===== config.mk =====
export PLATFORM = sky130hd
export DESIGN_NAME = icyc_core
export DESIGN_NICKNAME = d
export VERILOG_FILES = /design/src/rtl/icyc_pkg.sv /design/src/rtl/icyc_decode.sv /design/src/rtl/icyc_regfile.sv /design/src/rtl/icyc_core.sv
export SDC_FILE = /design/constraint.sdc
export NUM_CORES = 1
export LEC_CHECK = 0
export ABC_AREA = 1
export ABC_CLOCK_PERIOD_IN_PS = 6000
export BUFFER_PORTS_ARGS = -buffer_cell sky130_fd_sc_hd__buf_2
export CORE_MARGIN = 1.5
export CORE_UTILIZATION = 65
export DETAILED_ROUTE_END_ITERATION = 8
export PLACE_DENSITY = 0.85
export RECOVER_POWER = 100
export SLEW_MARGIN = 40
export SYNTH_ARGS = -nofsm -noshare
export SYNTH_HDL_FRONTEND = slang
export SYNTH_SLANG_ARGS = --single-unit

===== constraint.sdc =====
create_clock -name clk -period 6 [get_ports clk]
set_input_delay 0.6 -clock clk [delete_from_list [all_inputs] [get_ports clk]]
set_output_delay 0.6 -clock clk [all_outputs]
set_load 0.02 [all_outputs]

===== src/rtl/icyc_pkg.sv =====
package icyc_pkg;

  typedef enum logic [2:0] {
    PH_F  = 3'd0,
    PH_D  = 3'd1,
    PH_EA = 3'd2,
    PH_OP = 3'd3,
    PH_EX = 3'd4,
    PH_S  = 3'd5
  } phase_e;

  typedef enum logic [3:0] {
    ST_FMAR, ST_FINC, ST_FMEM, ST_FIR,
    ST_DEC, ST_EA, ST_OP, ST_EX, ST_WR
  } state_e;

  localparam int OPC_W   = 4;
  localparam int OPC_ADD = 1;
  localparam int OPC_LDR = 6;
  localparam int OPC_JMP = 12;

endpackage


===== src/rtl/icyc_decode.sv =====
module icyc_decode #(
  parameter int DW   = 16,
  parameter int RIW  = 3,
  parameter int OFFW = 6
) (
  input  logic [DW-1:0]                 ir,
  output logic [(1<<icyc_pkg::OPC_W)-1:0] dec_hot,
  output logic [RIW-1:0]                dst,
  output logic [RIW-1:0]                src_a,
  output logic [RIW-1:0]                src_b,
  output logic [DW-1:0]                 off_sx
);
  localparam int OW   = icyc_pkg::OPC_W;
  localparam int NOPC = 1 << OW;

  // 4-to-16 one-hot opcode lines
  for (genvar g = 0; g < NOPC; g++) begin : g_hot
    assign dec_hot[g] = (ir[DW-1 -: OW] == OW'(g));
  end

  assign dst    = ir[DW-OW-1 -: RIW];
  assign src_a  = ir[DW-OW-RIW-1 -: RIW];
  assign src_b  = ir[RIW-1:0];
  assign off_sx = {{(DW-OFFW){ir[OFFW-1]}}, ir[OFFW-1:0]};
endmodule


===== src/rtl/icyc_regfile.sv =====
module icyc_regfile #(
  parameter int DW   = 16,
  parameter int NREG = 8,
  localparam int AW  = $clog2(NREG)
) (
  input  logic          clk,
  input  logic          rst,
  input  logic [AW-1:0] ra_a,
  input  logic [AW-1:0] ra_b,
  output logic [DW-1:0] rd_a,
  output logic [DW-1:0] rd_b,
  input  logic          we,
  input  logic [AW-1:0] wa,
  input  logic [DW-1:0] wd
);
  logic [DW-1:0] regs [NREG];

  always_ff @(posedge clk) begin
    if (rst) begin
      for (int i = 0; i < NREG; i++) regs[i] <= '0;
    end else if (we) begin
      regs[wa] <= wd;
    end
  end

  assign rd_a = regs[ra_a];
  assign rd_b = regs[ra_b];
endmodule


===== src/rtl/icyc_core.sv =====
module icyc_core #(
  parameter int           DW    = 16,
  parameter int           NREG  = 8,
  parameter int           OFFW  = 6,
  parameter logic [DW-1:0] START = '0,
  localparam int          RIW   = $clog2(NREG)
) (
  input  logic           clk,
  input  logic           rst,
  input  logic           run_en,
  output logic [DW-1:0]  mem_addr,
  output logic           mem_rd,
  input  logic [DW-1:0]  mem_rdata,
  input  logic           mem_ready,
  output logic [DW-1:0]  pc_o,
  output logic [DW-1:0]  ir_o,
  output logic [2:0]     phase_o,
  output logic           wb_en,
  output logic [RIW-1:0] wb_idx,
  output logic [DW-1:0]  wb_data
);
  import icyc_pkg::*;

  localparam int NOPC = 1 << OPC_W;

  state_e        state;
  logic [DW-1:0] pc, ir, mar, mdr, opa, opb, res;

  logic [NOPC-1:0] dec_hot;
  logic [RIW-1:0]  dst, src_a, src_b;
  logic [DW-1:0]   off_sx, rd_a, rd_b;
  logic            is_add, is_ldr, is_jmp;

  icyc_decode #(.DW(DW), .RIW(RIW), .OFFW(OFFW)) dec_i (
    .ir(ir), .dec_hot(dec_hot), .dst(dst), .src_a(src_a),
    .src_b(src_b), .off_sx(off_sx)
  );

  assign is_add = dec_hot[OPC_ADD];
  assign is_ldr = dec_hot[OPC_LDR];
  assign is_jmp = dec_hot[OPC_JMP];

  icyc_regfile #(.DW(DW), .NREG(NREG)) rf_i (
    .clk(clk), .rst(rst), .ra_a(src_a), .ra_b(src_b),
    .rd_a(rd_a), .rd_b(rd_b), .we(wb_en), .wa(dst), .wd(wb_data)
  );

  // Memory port: request held in the two waiting states
  assign mem_addr = mar;
  assign mem_rd   = (state == ST_FMEM) || (state == ST_OP && is_ldr);

  assign wb_en   = (state == ST_WR) && run_en;
  assign wb_idx  = dst;
  assign wb_data = is_ldr ? mdr : res;

  assign pc_o = pc;
  assign ir_o = ir;

  always_comb begin
    unique case (state)
      ST_DEC:  phase_o = PH_D;
      ST_EA:   phase_o = PH_EA;
      ST_OP:   phase_o = PH_OP;
      ST_EX:   phase_o = PH_EX;
      ST_WR:   phase_o = PH_S;
      default: phase_o = PH_F;
    endcase
  end

  always_ff @(posedge clk) begin
    if (rst) begin
      state <= ST_FMAR;
      pc    <= START;
      ir    <= '0;
      mar   <= '0;
      mdr   <= '0;
      opa   <= '0;
      opb   <= '0;
      res   <= '0;
    end else if (run_en) begin
      case (state)
        ST_FMAR: begin mar <= pc;       state <= ST_FINC; end
        ST_FINC: begin pc  <= pc + 1'b1; state <= ST_FMEM; end
        ST_FMEM: if (mem_ready) begin mdr <= mem_rdata; state <= ST_FIR; end
        ST_FIR:  begin ir  <= mdr;      state <= ST_DEC;  end
        ST_DEC: begin
          if (is_ldr)                state <= ST_EA;
          else if (is_add || is_jmp) state <= ST_OP;
          else                       state <= ST_FMAR;
        end
        ST_EA: begin mar <= rd_a + off_sx; state <= ST_OP; end
        ST_OP: begin
          if (is_ldr) begin
            if (mem_ready) begin mdr <= mem_rdata; state <= ST_WR; end
          end else begin
            opa   <= rd_a;
            opb   <= rd_b;
            state <= ST_EX;
          end
        end
        ST_EX: begin
          if (is_jmp) begin pc <= opa;       state <= ST_FMAR; end
          else        begin res <= opa + opb; state <= ST_WR;   end
        end
        ST_WR:   state <= ST_FMAR;
        default: state <= ST_FMAR;
      endcase
    end
  end

  // ---- assertions ----
  assert_reset_state_R1: assert property (@(posedge clk) disable iff (rst)
    $past(rst) |-> (pc == START && ir == '0 && state == ST_FMAR));

  assert_pc_early_inc_R2: assert property (@(posedge clk) disable iff (rst)
    (state == ST_FINC && run_en) |=> (pc == $past(pc) + 1'b1));

  assert_req_held_R3: assert property (@(posedge clk) disable iff (rst)
    (mem_rd && !mem_ready) |=> (mem_rd && $stable(mem_addr)));

  assert_jump_no_write_R7: assert property (@(posedge clk) disable iff (rst)
    (state == ST_WR) |-> (is_add || is_ldr));

  assert_freeze_R9: assert property (@(posedge clk) disable iff (rst)
    !run_en |=> ($stable(state) && $stable(pc) && $stable(ir)));

  assert_dec_onehot_R10: assert property (@(posedge clk) disable iff (rst)
    (state == ST_DEC) |-> $onehot(dec_hot));
endmodule


# [Word-level counts from Yosys, hierarchy flattened]
# Memories as Yosys holds them, arrays and structs flattened. A register that Yosys moved wholly into a read port is not among the register bits.
# Index checks and enable logic that the tools add are counted.
[totals] latch_bits=0 word_cells=69 mem_bits_rw=128 out_inout_bits=72 rom_bits=0 register_bits=100 n_memories=1 input_bits=20
[op_classes] order_cmp=0 eq_ne=15 mux=25 reduce_logical=16 n_div=0 n_addsub=3 bitwise=2 multipliers=0 shifts=0
[mem_list] memory="rf_i.regs" depth=8 width=16 read_ports=2 rd_clocked_by_memory_dff=2 write_ports=8 line_no="icyc_regfile.sv:16" source="logic [DW-1:0] regs [NREG];"
[ops] op="$pmux 16 s2" n=3
[ops] op="$mux 16" n=5
[ops] op="$add 16x16->16" n=2
[ops] op="$pmux 4 s8" n=1
[ops] op="$eq 4x3->1 const B" n=5
[ops] op="$add 16x1->16 const B" n=1
[ops] op="$mux 4" n=4
[ops] op="$reduce_or 16->1" n=1
[ops] op="$mux 3" n=5
[ops] op="$pmux 3 s5" n=1
[ops] op="$reduce_and 3->1" n=5
[ops] op="$eq 4x1->1 const B" n=2
[ops] op="$eq 4x2->1 const B" n=2
[ops] op="$eq 4x4->1 const B" n=2
[ops] op="$mux 1" n=6
[ops] op="$ne 2x2->1 const B" n=3
[ops] op="$reduce_bool 2->1" n=3
[ops] op="$logic_not 4->1" n=1
[ops] op="$reduce_and 2->1" n=2
[ops] op="$ne 3x3->1 const B" n=1
[ops] op="$logic_and 1x1->1" n=2
[ops] op="$logic_or 1x1->1" n=2
[ops] op="$not 1->1" n=2

# [Logic depth before layout (Yosys ltp)]
[logic_depth] word_depth=7 depth_mapped=21 depth_no_buf=20

# [By module]
# A second synthesis with hierarchy kept.
[unflattened] cells_unflattened=2100 area_unflattened_um2=14521.4
[modules_own_cells] module="icyc_regfile" instances=1 area_each_um2=7532.2 cells_each=1032 seq_area_each_um2=3843.7
[modules_own_cells] module="icyc_core" instances=1 area_each_um2=6696.4 cells_each=1015 seq_area_each_um2=2322.2
[modules_own_cells] module="icyc_decode" instances=1 area_each_um2=292.8 cells_each=53 seq_area_each_um2=0.0

# [Worst setup path after synthesis]
# Ideal clock, no wire load.
[synth_path] path_kind="register to register" startpoint="reg (tool-made name)" endpoint="reg mar[14], in the netlist mem_addr[14]" setup_ns=0.132 synth_period_minus_slack_ns=2.645 t_required_ns=5.868 stages_incl_launch_ff=20 path_slack_ns=3.355 arrival_time_ns=2.513 n_path_buf=1 cell_sequence="dfxtp_1 clkinv_1 clkbuf_1 nor2_1 o21ai_0 inv_1 o21ai_1 ha_1 inv_1 fa_1 inv_1 nand2_1 a21oi_1 nand2_1 nand2_1 nand2_1 nand3_1 nand3_1 nand2_1 a21oi_1"
[synth_lines] element="to (signal assigned)" line_no="icyc_core.sv:75" source="mar <= '0;"
[synth_lines] element="to (signal assigned)" line_no="icyc_core.sv:82" source="ST_FMAR: begin mar <= pc; state <= ST_FINC; end"
[synth_lines] element="to (signal assigned)" line_no="icyc_core.sv:91" source="ST_EA: begin mar <= rd_a + off_sx; state <= ST_OP; end"
[synth_lines] element="to (decl)" line_no="icyc_core.sv:27" source="logic [DW-1:0] pc, ir, mar, mdr, opa, opb, res;"

# [Worst setup path after layout]
[layout_path] startpoint="reg ir[12], in the netlist ir_o[12]" endpoint="reg opa[6]"
[layout_between] elab_chain_cells=3
[layout_lines] element="from (decl)" line_no="icyc_core.sv:27"
[layout_lines] element="from (signal assigned)" line_no="icyc_core.sv:74" source="ir <= '0;"
[layout_lines] element="from (signal assigned)" line_no="icyc_core.sv:85" source="ST_FIR: begin ir <= mdr; state <= ST_DEC; end"
[layout_lines] element="$eq 4x3->1" line_no="icyc_decode.sv:18" source="assign dec_hot[g] = (ir[DW-1 -: OW] == OW'(g));"
[layout_lines] element="$not 1->1 (no line)"
[layout_lines] element="$reduce_and 3->1 (no line)"
[layout_lines] element="to (signal assigned)" line_no="icyc_core.sv:96" source="opa <= rd_a;"
[layout_lines] element="to (decl)" line_no="icyc_core.sv:27"
# No other way between the ends.
# A chain may end at the register's enable or synchronous reset.

==> flow_results.xml <==
<?xml version="1.0" encoding="UTF-8"?>
<metrics>
  <group name="status">
    <metric name="status" unit="">finished with violations</metric>
    <metric name="violations_in_the_final_reports" unit="">max-capacitance violations, max-slew violations</metric>
  </group>
  <group name="floorplan">
    <metric name="die_y" unit="um">148</metric>
    <metric name="core-area" unit="um^2">20400</metric>
    <metric name="io-pin-count" unit="">92</metric>
    <metric name="row_count" unit="">52</metric>
    <metric name="die-area" unit="um^2">21800</metric>
    <metric name="start_util" unit="%">66.8</metric>
    <metric name="die-width" unit="um">148</metric>
  </group>
  <group name="flow_run">
    <metric name="maximum_capacitance_violations" unit="">10</metric>
  </group>
  <group name="cts">
    <metric name="cts.clk_slew.worst_paths" unit="ns">0.06</metric>
    <metric name="clock_buffers_created_by_tritoncts" unit="">27</metric>
    <metric name="htreeDepth" unit="">1</metric>
    <metric name="cts_tree" unit="">yes</metric>
    <metric name="postCtsSetupBuffers" unit="">0</metric>
    <metric name="post_cts_gate_resize_count" unit="">0</metric>
    <metric name="clk_latency" unit="ns">0.56</metric>
    <metric name="holdBufCountCts" unit="">0</metric>
    <metric name="cts_buffer_depth" unit="">3</metric>
    <metric name="cts_root_buffer" unit="">clkbuf_16</metric>
    <metric name="cts_sinks" unit="">247</metric>
  </group>
  <group name="logic_synthesis">
    <metric name="largest_family_of_logic_cells_by_synthesized_area" unit="">compound AO/OA/AOI/OAI gates</metric>
    <metric name="synth_async_sr_flop_share" unit="%">0</metric>
    <metric name="seq_area_frac_synth" unit="%">45.8</metric>
    <metric name="synth-edff-count" unit="">128</metric>
    <metric name="dominantRegCellSynth" unit="">edfxtp_1</metric>
    <metric name="synthesis.area" unit="um^2">13600</metric>
    <metric name="synth-compound-area-share" unit="%">21.9</metric>
    <metric name="synth_top_area_share" unit="%">28.3</metric>
    <metric name="muxShareOfSynthArea" unit="%">0</metric>
    <metric name="synthDominantAreaCellType" unit="">edfxtp_1</metric>
    <metric name="yosys.area_share.xor_xnor" unit="%">1.09</metric>
    <metric name="count_of_distinct_cell_types_in_the_synthesized_netlist" unit="">47</metric>
    <metric name="postSynthCellCount" unit="">1767</metric>
    <metric name="synth_adder_area_share" unit="%">3.15</metric>
    <metric name="yosys-top-cells-area" unit="">edfxtp_1 28%, dfxtp_1 18%, o21ai_0 9.3%, nor2_1 7.6%, a21oi_1 7.2%</metric>
    <metric name="synth_fp_nets" unit="">1820</metric>
    <metric name="share_of_synthesized_cell_area_in_and_or_nand_and_nor_gates" unit="%">18.7</metric>
    <metric name="post_synthesis_sequential_element_count" unit="">247</metric>
    <metric name="yosys_warnings" unit="">0</metric>
    <metric name="syn_avg_cell_area" unit="um^2">7.70</metric>
  </group>
  <group name="critical_path">
    <metric name="worst_path_required" unit="ns">6.45</metric>
    <metric name="critPathMaxStageDelay" unit="ns">0.98</metric>
    <metric name="critPathKind" unit="">reg2reg</metric>
    <metric name="critical_path.cell_chain" unit="">inv_1 &gt; nand4_1 &gt; clkbuf_1 &gt; nand2_1 &gt; nor2_4 &gt; clkbuf_1 &gt; clkbuf_1 &gt; o21ai_0 &gt; a21oi_1</metric>
    <metric name="cp_common_cell" unit="">clkbuf_1</metric>
    <metric name="crit_slowest_cell" unit="">clkbuf_1</metric>
    <metric name="timing.critical_path.to_type" unit="">register</metric>
    <metric name="worstPathMaxFanout" unit="">34</metric>
    <metric name="arrival" unit="ns">4.65</metric>
    <metric name="critPathLaunchType" unit="">register</metric>
  </group>
  <group name="final_layout">
    <metric name="nNetsFinal" unit="">1854</metric>
    <metric name="drive_above_1_share" unit="%">4.77</metric>
    <metric name="antennaDiodeCount" unit="">0</metric>
    <metric name="final_common_cell" unit="">o21ai_0</metric>
    <metric name="final_cells" unit="">2092</metric>
    <metric name="mostFrequentLayoutCells" unit="">282 x o21ai_0, 278 x nor2_1, 233 x nand2_1</metric>
    <metric name="postLayoutCoreUtil" unit="%">71.5</metric>
    <metric name="num-fill-cells" unit="">1722</metric>
    <metric name="area_of_all_placed_cells_without_fillers" unit="um^2">14600</metric>
    <metric name="flow.area_growth_from_synthesis" unit="%">7.08</metric>
  </group>
  <group name="placement">
    <metric name="portBuffers" unit="">91</metric>
    <metric name="postPlaceCellArea" unit="um^2">14000</metric>
    <metric name="globalplace.congestion" unit="">0.946</metric>
    <metric name="detailedPlacementHpwl" unit="um">27200</metric>
    <metric name="post-place-cells" unit="">2042</metric>
    <metric name="place_ws" unit="ns">2.39</metric>
  </group>
  <group name="hold_path">
    <metric name="hold_class" unit="">in2reg</metric>
  </group>
  <group name="grt">
    <metric name="grt_overflow_total" unit="">0</metric>
    <metric name="antenna_found_initial" unit="">0</metric>
    <metric name="largest_net_degree_at_the_start_of_global_routing" unit="">98</metric>
    <metric name="total_global_route_track_usage" unit="%">37.4</metric>
    <metric name="grt_pass1_wl" unit="um">63400</metric>
    <metric name="first_global_vias" unit="">11900</metric>
  </group>
  <group name="sta">
    <metric name="tns" unit="ns">0</metric>
    <metric name="worstMarginPinSlew" unit="ns">1.92</metric>
    <metric name="max_freq" unit="GHz">0.238</metric>
    <metric name="final_hold_viol_count" unit="">0</metric>
    <metric name="hold_ws" unit="ns">0.278</metric>
    <metric name="timing.final.setup_violations" unit="">0</metric>
    <metric name="maxSlewViolCount" unit="">80</metric>
    <metric name="slew_headroom" unit="%">-29.2</metric>
    <metric name="timing.final.crit_share" unit="%">70.0</metric>
    <metric name="setup_slack" unit="ns">1.80</metric>
    <metric name="rsz0062_at_grt" unit="">false</metric>
    <metric name="finalCriticalPeriod" unit="ns">4.20</metric>
    <metric name="clock_skew" unit="ns">0.0402</metric>
  </group>
  <group name="pwr">
    <metric name="p_int" unit="mW">2.83</metric>
    <metric name="total_leakage_power" unit="nW">5.86</metric>
    <metric name="share_comb_of_total_power" unit="%">5.0</metric>
    <metric name="report.power.total" unit="mW">3.67</metric>
    <metric name="share_seq_of_total_power" unit="%">50.1</metric>
    <metric name="power.switching_fraction" unit="%">22.9</metric>
    <metric name="power_per_cell_area" unit="nW/um^2">252</metric>
    <metric name="relative_contribution_of_the_clock_network_to_total_power" unit="%">44.9</metric>
    <metric name="max-vdd-ir-drop" unit="mV">0.265</metric>
    <metric name="switching_component_of_the_power" unit="uW">841</metric>
  </group>
  <group name="routing">
    <metric name="ant_nets" unit="">0</metric>
    <metric name="drt-total-wl" unit="um">41000</metric>
    <metric name="detailed_route_via_count" unit="">12700</metric>
    <metric name="drt_pass1_iterations" unit="">9</metric>
    <metric name="viasPerCell" unit="">6.09</metric>
    <metric name="wl_cell" unit="um">19.6</metric>
    <metric name="drt_drc_violations_left" unit="">0</metric>
    <metric name="detail_route.iter0.violations" unit="">1606</metric>
  </group>
</metrics>
[synth_stat cells (2+ instances only)]
library cell	number
and2_1	4
fa_1	2
buf_4	9
buf_2	21
o21ai_1	73
ha_1	31
clkbuf_1	52
nand2_1	219
nand2_2	6
a31oi_1	6
nand2_4	9
inv_2	15
clkinv_1	2
nor2_1	274
o21bai_1	3
xor2_1	13
o21ai_2	8
nor2_8	2
o21a_1	2
or2_2	3
a211oi_1	3
dfxtp_1	119
o211ai_1	17
nand4_1	6
nor2_4	4
inv_1	188
xnor2_1	4
buf_1	5
a21oi_1	197
a21o_1	2
nand3_1	54
buf_6	10
o21ai_0	253
nor3_2	2
nor3_1	10
edfxtp_1	128
[final timing paths]
kind                                    start  endpoint  slack, ns  cells after the start
worst max-delay path                 ir_o[12]    opa[6]       1.80                      9
worst min-delay path            mem_rdata[11]   mdr[11]       0.28                      3
worst max register to register       ir_o[12]    opa[6]       1.80                      9
worst min register to register         res[0]    res[0]       0.47                      2
[final cells by class]
class | instances | area (um^2) | area share (%)
Multi-Input combinational cell | 1217 | 5910 | 40.5
Timing Repair Buffer | 102 | 449 | 3.08
Tap cell | 270 | 338 | 2.32
Clock inverter | 9 | 98.8 | 0.679
Inverter | 206 | 774 | 5.32
Clock buffer | 41 | 768 | 5.27
Sequential cell | 247 | 6230 | 42.8
[power groups by stage]
stage,clock [mW],combinational [mW],sequential [mW]
after floorplan,0,0.115,1.87
after global placement,0,0.180,1.87
after detailed placement,0,0.184,1.87
after CTS,1.64,0.186,1.84
after global routing,1.71,0.200,1.84
final,1.65,0.182,1.84
[registers in the layout, summed over array words and instances (netlist names), named ones only]
name	cells
res	16
rf_i.regs	128
ir_o	16
mem_addr	16
opb	16
state	4
opa	16
pc_o	16
mdr	16
[kinds of logic (layout without fill, tap and decap cells)]
family,count (synthesis),in the layout
AO/OA/AOI/OAI,570,570
XOR/XNOR,17,17
adder cells (fa/ha/maj),33,33
buffers and inverters,303,358
flip-flops,247,247
AND/OR/NAND/NOR,597,597
[critical path, delay by kind of cell (launching register included)]
kind / cells / cell delay (ns)
buffers and inverters: 4 / 2.82
AOI/OAI and AO/OA: 2 / 0.36
and+or+nand+nor: 3 / 0.58
DFF: 1 / 0.34
[layer usage]
layer  track usage (%)  vias to the layer above  share of wire [%]
met5                 0                        -                  0
met1              52.4                     5912                 41
li1                  -                     5977                  -
met3              5.03                      113                 11
met4              16.6                        0                4.0
met2              58.2                      735                 45
(Power assumes the default switching activity.)
